[src/rtl/wdt_pkg.sv]
package wdt_pkg;

    localparam logic [31:0] KICK_KEY  = 32'h0000_0076;
    localparam logic [7:0]  OFS_CTRL  = 8'h00;
    localparam logic [7:0]  OFS_RANGE = 8'h04;
    localparam logic [7:0]  OFS_COUNT = 8'h08;
    localparam logic [7:0]  OFS_KICK  = 8'h0C;
    localparam logic [7:0]  OFS_STAT  = 8'h10;
    localparam logic [7:0]  OFS_ACK   = 8'h14;

    typedef enum logic {
        RESP_RESET     = 1'b0,
        RESP_IRQ_FIRST = 1'b1
    } resp_e;

    typedef struct packed {
        resp_e mode;
        logic  en;
    } ctrl_t;

    typedef struct packed {
        logic [3:0] init_idx;
        logic [3:0] run_idx;
    } range_t;

    // Last count value of a period: 2^(base+idx) - 1
    function automatic logic [63:0] period_last(input logic [3:0] idx, input int base);
        return (64'd1 << (base + int'(idx))) - 64'd1;
    endfunction

endpackage

[src/rtl/wdt_csr.sv]
module wdt_csr
    import wdt_pkg::*;
#(
    parameter int CNT_W = 32
) (
    input  logic             clk,
    input  logic             rst,
    input  logic             clr,
    input  logic [31:0]      addr,
    input  logic             we,
    input  logic             re,
    input  logic [31:0]      wdata,
    input  logic [CNT_W-1:0] count,
    input  logic             irq,
    output ctrl_t            ctrl,
    output range_t           range,
    output logic             arm,
    output logic             kick,
    output logic             ack,
    output logic [31:0]      rdata
);

    logic hit_ctrl, hit_range, hit_count, hit_kick, hit_stat, hit_ack;

    assign hit_ctrl  = (addr == {24'd0, OFS_CTRL});
    assign hit_range = (addr == {24'd0, OFS_RANGE});
    assign hit_count = (addr == {24'd0, OFS_COUNT});
    assign hit_kick  = (addr == {24'd0, OFS_KICK});
    assign hit_stat  = (addr == {24'd0, OFS_STAT});
    assign hit_ack   = (addr == {24'd0, OFS_ACK});

    assign arm  = we && hit_ctrl && wdata[0] && !ctrl.en;
    assign kick = we && hit_kick && (wdata == KICK_KEY) && ctrl.en;
    assign ack  = re && hit_ack;

    always_ff @(posedge clk) begin
        if (rst || clr) begin
            ctrl  <= '0;
            range <= '0;
        end else begin
            if (we && hit_ctrl) begin
                ctrl.en   <= ctrl.en | wdata[0];
                ctrl.mode <= resp_e'(wdata[1]);
            end
            if (we && hit_range) begin
                range <= range_t'(wdata[7:0]);
            end
        end
    end

    always_comb begin
        rdata = '0;
        if (hit_ctrl)  rdata = {30'd0, ctrl};
        if (hit_range) rdata = {24'd0, range};
        if (hit_count) rdata = 32'(count);
        if (hit_stat || hit_ack) rdata = {31'd0, irq};
    end

endmodule

[src/rtl/wdt_count.sv]
module wdt_count #(
    parameter int CNT_W = 32
) (
    input  logic             clk,
    input  logic             rst,
    input  logic             clr,
    input  logic             run,
    input  logic             load,
    input  logic [CNT_W-1:0] load_val,
    output logic [CNT_W-1:0] count,
    output logic             zero
);

    assign zero = (count == '0);

    always_ff @(posedge clk) begin
        if (rst || clr) begin
            count <= '0;
        end else if (load) begin
            count <= load_val;
        end else if (run && !zero) begin
            count <= count - CNT_W'(1);
        end
    end

endmodule

[src/rtl/wdt_resp.sv]
module wdt_resp
    import wdt_pkg::*;
#(
    parameter int PULSE_LEN = 8
) (
    input  logic  clk,
    input  logic  rst,
    input  logic  expire,
    input  resp_e mode,
    input  logic  kick,
    input  logic  ack,
    output logic  irq,
    output logic  pulse,
    output logic  reload,
    output logic  clr
);

    localparam int PW = $clog2(PULSE_LEN + 1);

    logic [PW-1:0] pcnt;
    logic          fire;

    // A restart in the expiry cycle wins over the expiry
    assign fire   = expire && !kick && (mode == RESP_RESET || irq);
    assign reload = kick || (expire && !fire);
    assign clr    = pulse && (pcnt == PW'(PULSE_LEN - 1));

    always_ff @(posedge clk) begin
        if (rst || clr) begin
            irq <= 1'b0;
        end else if (kick) begin
            irq <= 1'b0;
        end else if (expire && !fire && mode == RESP_IRQ_FIRST) begin
            irq <= 1'b1;
        end else if (ack) begin
            irq <= 1'b0;
        end
    end

    always_ff @(posedge clk) begin
        if (rst) begin
            pulse <= 1'b0;
            pcnt  <= '0;
        end else if (pulse) begin
            if (clr) begin
                pulse <= 1'b0;
                pcnt  <= '0;
            end else begin
                pcnt <= pcnt + PW'(1);
            end
        end else if (fire) begin
            pulse <= 1'b1;
            pcnt  <= '0;
        end
    end

endmodule

[src/rtl/twostage_wdt.sv]
module twostage_wdt
    import wdt_pkg::*;
#(
    parameter int BASE_EXP  = 16,
    parameter int PULSE_LEN = 8
) (
    input  logic        clk,
    input  logic        rst,
    input  logic [31:0] bus_addr,
    input  logic        bus_we,
    input  logic        bus_re,
    input  logic [31:0] bus_wdata,
    output logic [31:0] bus_rdata,
    output logic        irq_o,
    output logic        sys_rst_o
);

    localparam int CNT_W = BASE_EXP + 16;

    ctrl_t            ctrl;
    range_t           range;
    logic             arm, kick, ack, clr, reload, zero, expire;
    logic [CNT_W-1:0] count;
    logic [CNT_W-1:0] load_val;

    assign expire   = ctrl.en && zero && !sys_rst_o;
    assign load_val = arm ? CNT_W'(period_last(range.init_idx, BASE_EXP))
                          : CNT_W'(period_last(range.run_idx, BASE_EXP));

    wdt_csr #(.CNT_W(CNT_W)) u_csr (
        .clk(clk), .rst(rst), .clr(clr),
        .addr(bus_addr), .we(bus_we), .re(bus_re), .wdata(bus_wdata),
        .count(count), .irq(irq_o),
        .ctrl(ctrl), .range(range),
        .arm(arm), .kick(kick), .ack(ack), .rdata(bus_rdata)
    );

    wdt_count #(.CNT_W(CNT_W)) u_count (
        .clk(clk), .rst(rst), .clr(clr),
        .run(ctrl.en && !sys_rst_o), .load(arm || reload),
        .load_val(load_val), .count(count), .zero(zero)
    );

    wdt_resp #(.PULSE_LEN(PULSE_LEN)) u_resp (
        .clk(clk), .rst(rst), .expire(expire), .mode(ctrl.mode),
        .kick(kick), .ack(ack), .irq(irq_o), .pulse(sys_rst_o),
        .reload(reload), .clr(clr)
    );

endmodule

[config.mk]
export PLATFORM = sky130hd
export DESIGN_NAME = twostage_wdt
export DESIGN_NICKNAME = d
export VERILOG_FILES = /design/src/rtl/wdt_pkg.sv /design/src/rtl/wdt_csr.sv /design/src/rtl/wdt_count.sv /design/src/rtl/wdt_resp.sv /design/src/rtl/twostage_wdt.sv
export SDC_FILE = /design/constraint.sdc
export NUM_CORES = 1
export LEC_CHECK = 0
export ABC_AREA = 1
export BUFFER_PORTS_ARGS = -buffer_cell sky130_fd_sc_hd__clkbuf_2
export CAP_MARGIN = 15
export CORE_MARGIN = 1.5
export CORE_UTILIZATION = 25
export CTS_CLUSTER_SIZE = 10
export DETAILED_ROUTE_END_ITERATION = 10
export PLACE_DENSITY_LB_ADDON = 0.2
export SLEW_MARGIN = 20
export SYNTH_ARGS = -nofsm -noshare
export SYNTH_HDL_FRONTEND = slang
export SYNTH_SLANG_ARGS = --single-unit
[constraint.sdc]
create_clock -name clk -period 8.3 [get_ports clk]
set_clock_uncertainty 0.1 [all_clocks]
set_input_delay 1.66 -clock clk [delete_from_list [all_inputs] [get_ports clk]]
set_output_delay 1.66 -clock clk [all_outputs]
set_load 0.02 [all_outputs]
======== After elaboration in Yosys (flattened, before gate mapping) ========
Index checks and enable logic that the tools add are counted.
storage, ports and cells
  bits in registers ....................... 48
  input bits .............................. 68
  output and inout port bits .............. 34
  word-level logic and storage cells ...... 73
operators by class
  add/subtract/negate cells ............... 6
  equality and inequality tests ........... 7
  shifts and indexed selects .............. 2
  mux-type cells .......................... 15
  bitwise gates (word level) .............. 2
  reduce and logical (&&, ||, !) cells .... 33
operators by type and width
  cell                     number
  $mux W32                 5
  $sub A32 B1 Y32 const B  3
  $eq A32 B4 Y1 const B    2
  $eq A32 B5 Y1 const B    2
  $logic_not A32 Y1        2
  $shl A1 B6 Y32 const A   2
  $eq A32 B3 Y1 const B    1
  $eq A32 B7 Y1 const B    1
  $logic_and A1 B1 Y1      17
  $add A5 B4 Y6 const A    2
  $mux W4                  3
  $mux W8                  1
  $reduce_bool A2 Y1       3
  $logic_not A1 Y1         5
  $logic_or A1 B1 Y1       5
  $mux W1                  5
  $add A4 B1 Y4 const B    1
  $eq A4 B3 Y1 const B     1
  $mux W2                  1
  $reduce_or A2 Y1         1
  $not A1 Y1               1
  $or A1 B1 Y1             1

======== Logic depth before layout (Yosys ltp) ========
  depth after elaboration ................. 12
  mapped depth ............................ 21
  mapped depth without buffers ............ 21

======== By module ========
Synthesis repeated with hierarchy kept, for this count alone.
second synthesis, totals
  cell total of the unflattened synthesis .. 777
  area, all modules ....................... 4361.7 um^2
by module, submodules not included
  module        instances  cells an instance  area an instance (um^2)  seq. area each (um^2)
  wdt_count     1          452                2477.4                   640.6
  wdt_csr       1          194                1104.8                   200.2
  twostage_wdt  1          86                 465.4                    0.0
  wdt_resp      1          45                 314.1                    120.1

======== Least setup slack after synthesis ========
Ideal clock, no wire load.
  path type ............................... input to output
  from .................................... in bus_addr[1]
  to ...................................... out bus_rdata[26]
  data arrival time ....................... 3.364 ns
  required time ........................... 6.540 ns
  setup slack ............................. 3.176 ns
  stages .................................. 6
  path buffers ............................ 1
  cell sequence ........................... nor2_2 -> inv_1 -> nor3_1 -> nand2_1 -> clkbuf_1 -> nor3_1
on the way
  cells in the longest elaborated chain, start to end .. 3
  elaborated cells between the ends (all ways) .. 6
  those cells by class .................... eq/ne (3); mux (2); reduce/logical (1)
ends and longest elaborated chain
  what                                                   line                          source
  start: declaration                                     twostage_wdt.sv:9             input logic [31:0] bus_addr,
  $eq A32 B4 Y1 (tied with other cells)                  wdt_csr.sv:27                 assign hit_count = (addr == {24'd0, OFS_COUNT});
  $mux W32 / $logic_or A1 B1 Y1 (equally long branches)  wdt_csr.sv:55, wdt_csr.sv:56
  $mux W32 *                                             wdt_csr.sv:56                 if (hit_stat || hit_ack) rdata = {31'd0, irq};
  end: declaration                                       twostage_wdt.sv:13            output logic [31:0] bus_rdata,
Every way passes the cells marked *; elsewhere a longest branch is shown, timed or not.

======== Final worst setup path ========
  from .................................... in bus_addr[1]
  to ...................................... out bus_rdata[9]
The elaborated chain is that of the path after synthesis.

==> results.toml <==
[clocking]
postCtsSetupBuffers = 0
clock_latency_ns = 0.30
clock-root-buffer = "clkbuf_16"
post_cts_resized = 0
cts.clk_slew.worst_paths_ns = 0.06
cts_hold_buf = 0
htree_levels = 2
cts.sink_count = 48
cts_tree = "built"
cts.path.max_buffers = 2
cts-buffers-inserted = 5

[pwr]
p_int_w = 0.000385
seqPwrFrac_pct = 46.6
p_total_w = 0.000494
p_per_area_mw_per_mm2 = 105
p_leak_nw = 2.18
clkPwrFrac_pct = 46.5
p_sw_share_pct = 22.0
peakVddDrop_mv = 0.104
p_sw_w = 0.000109
p_comb_share_pct = 6.9

[synthesis]
synth-edff-count = 0
syn_avg_cell_area_um2 = 5.95
synthTopCellsByArea = "dfxtp_1, nand2_1, nor2_1"
ys_ff_latch = 48
yosys_warnings = 0
yosysSeqAreaShare_pct = 25.0
synthArstFlopShare_pct = 0
synth_common_cells = "nand2_1, nor2_1, inv_1, dfxtp_1, a21oi_1"
syn_inst = 647
syn_area_mm2 = 0.00385
synth_top_area_share_pct = 25.0
synth_fp_nets = 717
ys.flop_type = "dfxtp_1"
yosysTopAreaCell = "dfxtp_1"
ys_types = 44
post-synth-top-count-cell = "nand2_1"

[placed_design]
pre_cts_ws_ns = 2.18
gp_congestion = 0.844
io_buffers = 101
hpwlAfterDp_um = 9960

[worst_setup_path]
crit_family = "simple AND/OR/NAND/NOR gates"
reg2reg_slack_ns = 4.68
crit_path_end_kind = "primary output"
r2r-end = "u_count.count[11]$_SDFFE_PP0P_"
cp.arrival_ns = 4.00
rr_worst_depth = 15
slowest_delay_ns = 0.77
crit_chain = "clkbuf_2, nor2_2, inv_1, nor3_1, nand2_2, nor3_1, clkbuf_2"
cp_max_fo = 31
path_buf_inv = 3
critPathKind = "in -> out"
crit_slowest_cell = "nor3_1"
cp-start-kind = "primary input"
crit_required_ns = 6.54
r2r-start = "u_count.count[22]$_SDFFE_PP0P_"

[sta]
worst_pin_slew_ns = 0.996
tns_ns = 0
finalCritPeriodShare_pct = 69.4
slew_headroom_pct = 33.1
finalWorstSetupSlack_ns = 2.54
setup_violations = 0
hold_viol = 0
rsz0062_at_grt = "no"
fmax_mhz = 174
finalCriticalPeriod_ns = 5.76
finalMaxSlewViolations = 0

[cells_and_area]
final_layout_size_suffix_gt1_share_pct = 20.5
fin_nets = 811
area_growth_pct = 21.8
antenna_cells = 0

[routing]
wirelength_um = 12600
vias = 4319
route.detailed.drc = 0
ant_nets = 0
viasPerCell = 4.65
wl_per_cell_um = 13.6
drt_iter0_drc = 237
dr.pass1.iters = 5

[grt]
grt_use_total_pct = 16.2
met3_usage_pct = 1.97
antenna_found_initial = 0
grt_remaining_overflow = 0
grt_pass1_vias = 4183
grt_max_degree = 32
grtUsageMet1_pct = 20.4
grtUsageMet2_pct = 29.3
grt.busiest_layer = "met2"
grt_pass1_wl_um = 20800

[floorplan]
die_area_mm2 = 0.0161
coreArea_mm2 = 0.0151
fp.dieW_um = 127
rows = 45
start_util_pct = 25.5
ios = 102
die_height_um = 127

[run]
drv_cap = 0

[hold_path]
min_from = "u_resp.pcnt[1]$_SDFFE_PP0P_"
hold_path_class = "reg -> reg"
whs_endpoint = "u_resp.pcnt[1]$_SDFFE_PP0P_"
holdPathStages = 2

[run_status]
status = "complete, no violations"
-- how the worst max path moves through the flow --
stage / from / to / cells after the start
final: bus_addr[1] / bus_rdata[9] / 7
after CTS: bus_addr[1] / bus_rdata[8] / 7
after global placement: bus_addr[1] / bus_rdata[8] / 7
after floorplan: bus_addr[1] / bus_rdata[26] / 6
after detailed placement: bus_addr[1] / bus_rdata[8] / 7
after global routing: bus_addr[1] / bus_rdata[8] / 7
-- cell type report --
| cell class | count | area (um2) |
|---|---|---|
| fill | 1736 | 10400 |
| multi-input combinational | 495 | 2480 |
| sequential | 48 | 961 |
| timing repair buffer | 103 | 520 |
| inverter | 88 | 330 |
| tap | 188 | 235 |
| clock buffer | 5 | 125 |
| clock inverter | 1 | 30.0 |
-- state kept, by name (all words and copies together) (netlist names) --
signal,count
u_count.count,32
u_csr.ctrl,2
u_csr.range,8
u_resp.irq,1
u_resp.pcnt,4
u_resp.pulse,1
-- routing by layer --
layer	wire, um	share of wire (%)
met5	0	0
met4	218	1.7
met3	264	2.1
met2	6300	50
met1	5840	46
-- kinds of logic after synthesis --
group / Yosys count / synth area share, %
AOI/OAI and AO/OA: 125 / 20.5
buffers and inverters: 104 / 10.7
adders and majority gates: 2 / 0.650
xor gates and xnor gates: 4 / 0.911
DFF: 48 / 25.0
and+or+nand+nor: 364 / 42.3
-- worst min-delay path: stages, from the launching register on --
cell and delay [ns]:
dfxtp_1 0.33, nand2_1 0.07, a21oi_1 0.05
-- per-stage QoR --
step	hold slack, ns	util (%)	std cells	cell area, um2
after detailed placement	0.378	30.0	922	4530
after floorplan	0.346	-	647	3850
after CTS	0.388	31.0	928	4680
after global routing	0.405	31.0	928	4680
after global placement	0.377	30.0	922	4530
final	0.385	31.0	928	4680
-- power groups by stage --
stage	clock, W	combinational [W]	sequential (W)
6_report	0.000229	0.0000341	0.000230
3_5_place_dp	0	0.0000342	0.000235
3_3_place_gp	0	0.0000343	0.000235
2_1_floorplan	0	0.0000119	0.000235
4_1_cts	0.000235	0.0000344	0.000230
5_1_grt	0.000245	0.0000390	0.000230
-- cell usage in the layout (no fill, tap or decap), types with 3 or more instances in the layout --
cell type,synthesis,routed
nor2_4,4,4
clkbuf_16,0,5
nor2_2,12,12
o32ai_1,3,3
inv_2,3,3
o21ai_0,35,35
clkbuf_2,0,101
nand3b_1,3,3
inv_1,84,84
xor2_1,3,3
nand3_1,44,44
nand4_1,8,8
o21bai_4,5,5
nand2_1,120,119
o21ai_1,14,14
nor2_1,119,119
dfxtp_1,48,48
o31ai_1,3,3
o211ai_1,3,3
nor3_1,39,38
o21ai_2,3,3
a21oi_1,45,45
nand2_2,5,6
No activity file was read; power rests on OpenSTA's default activity.
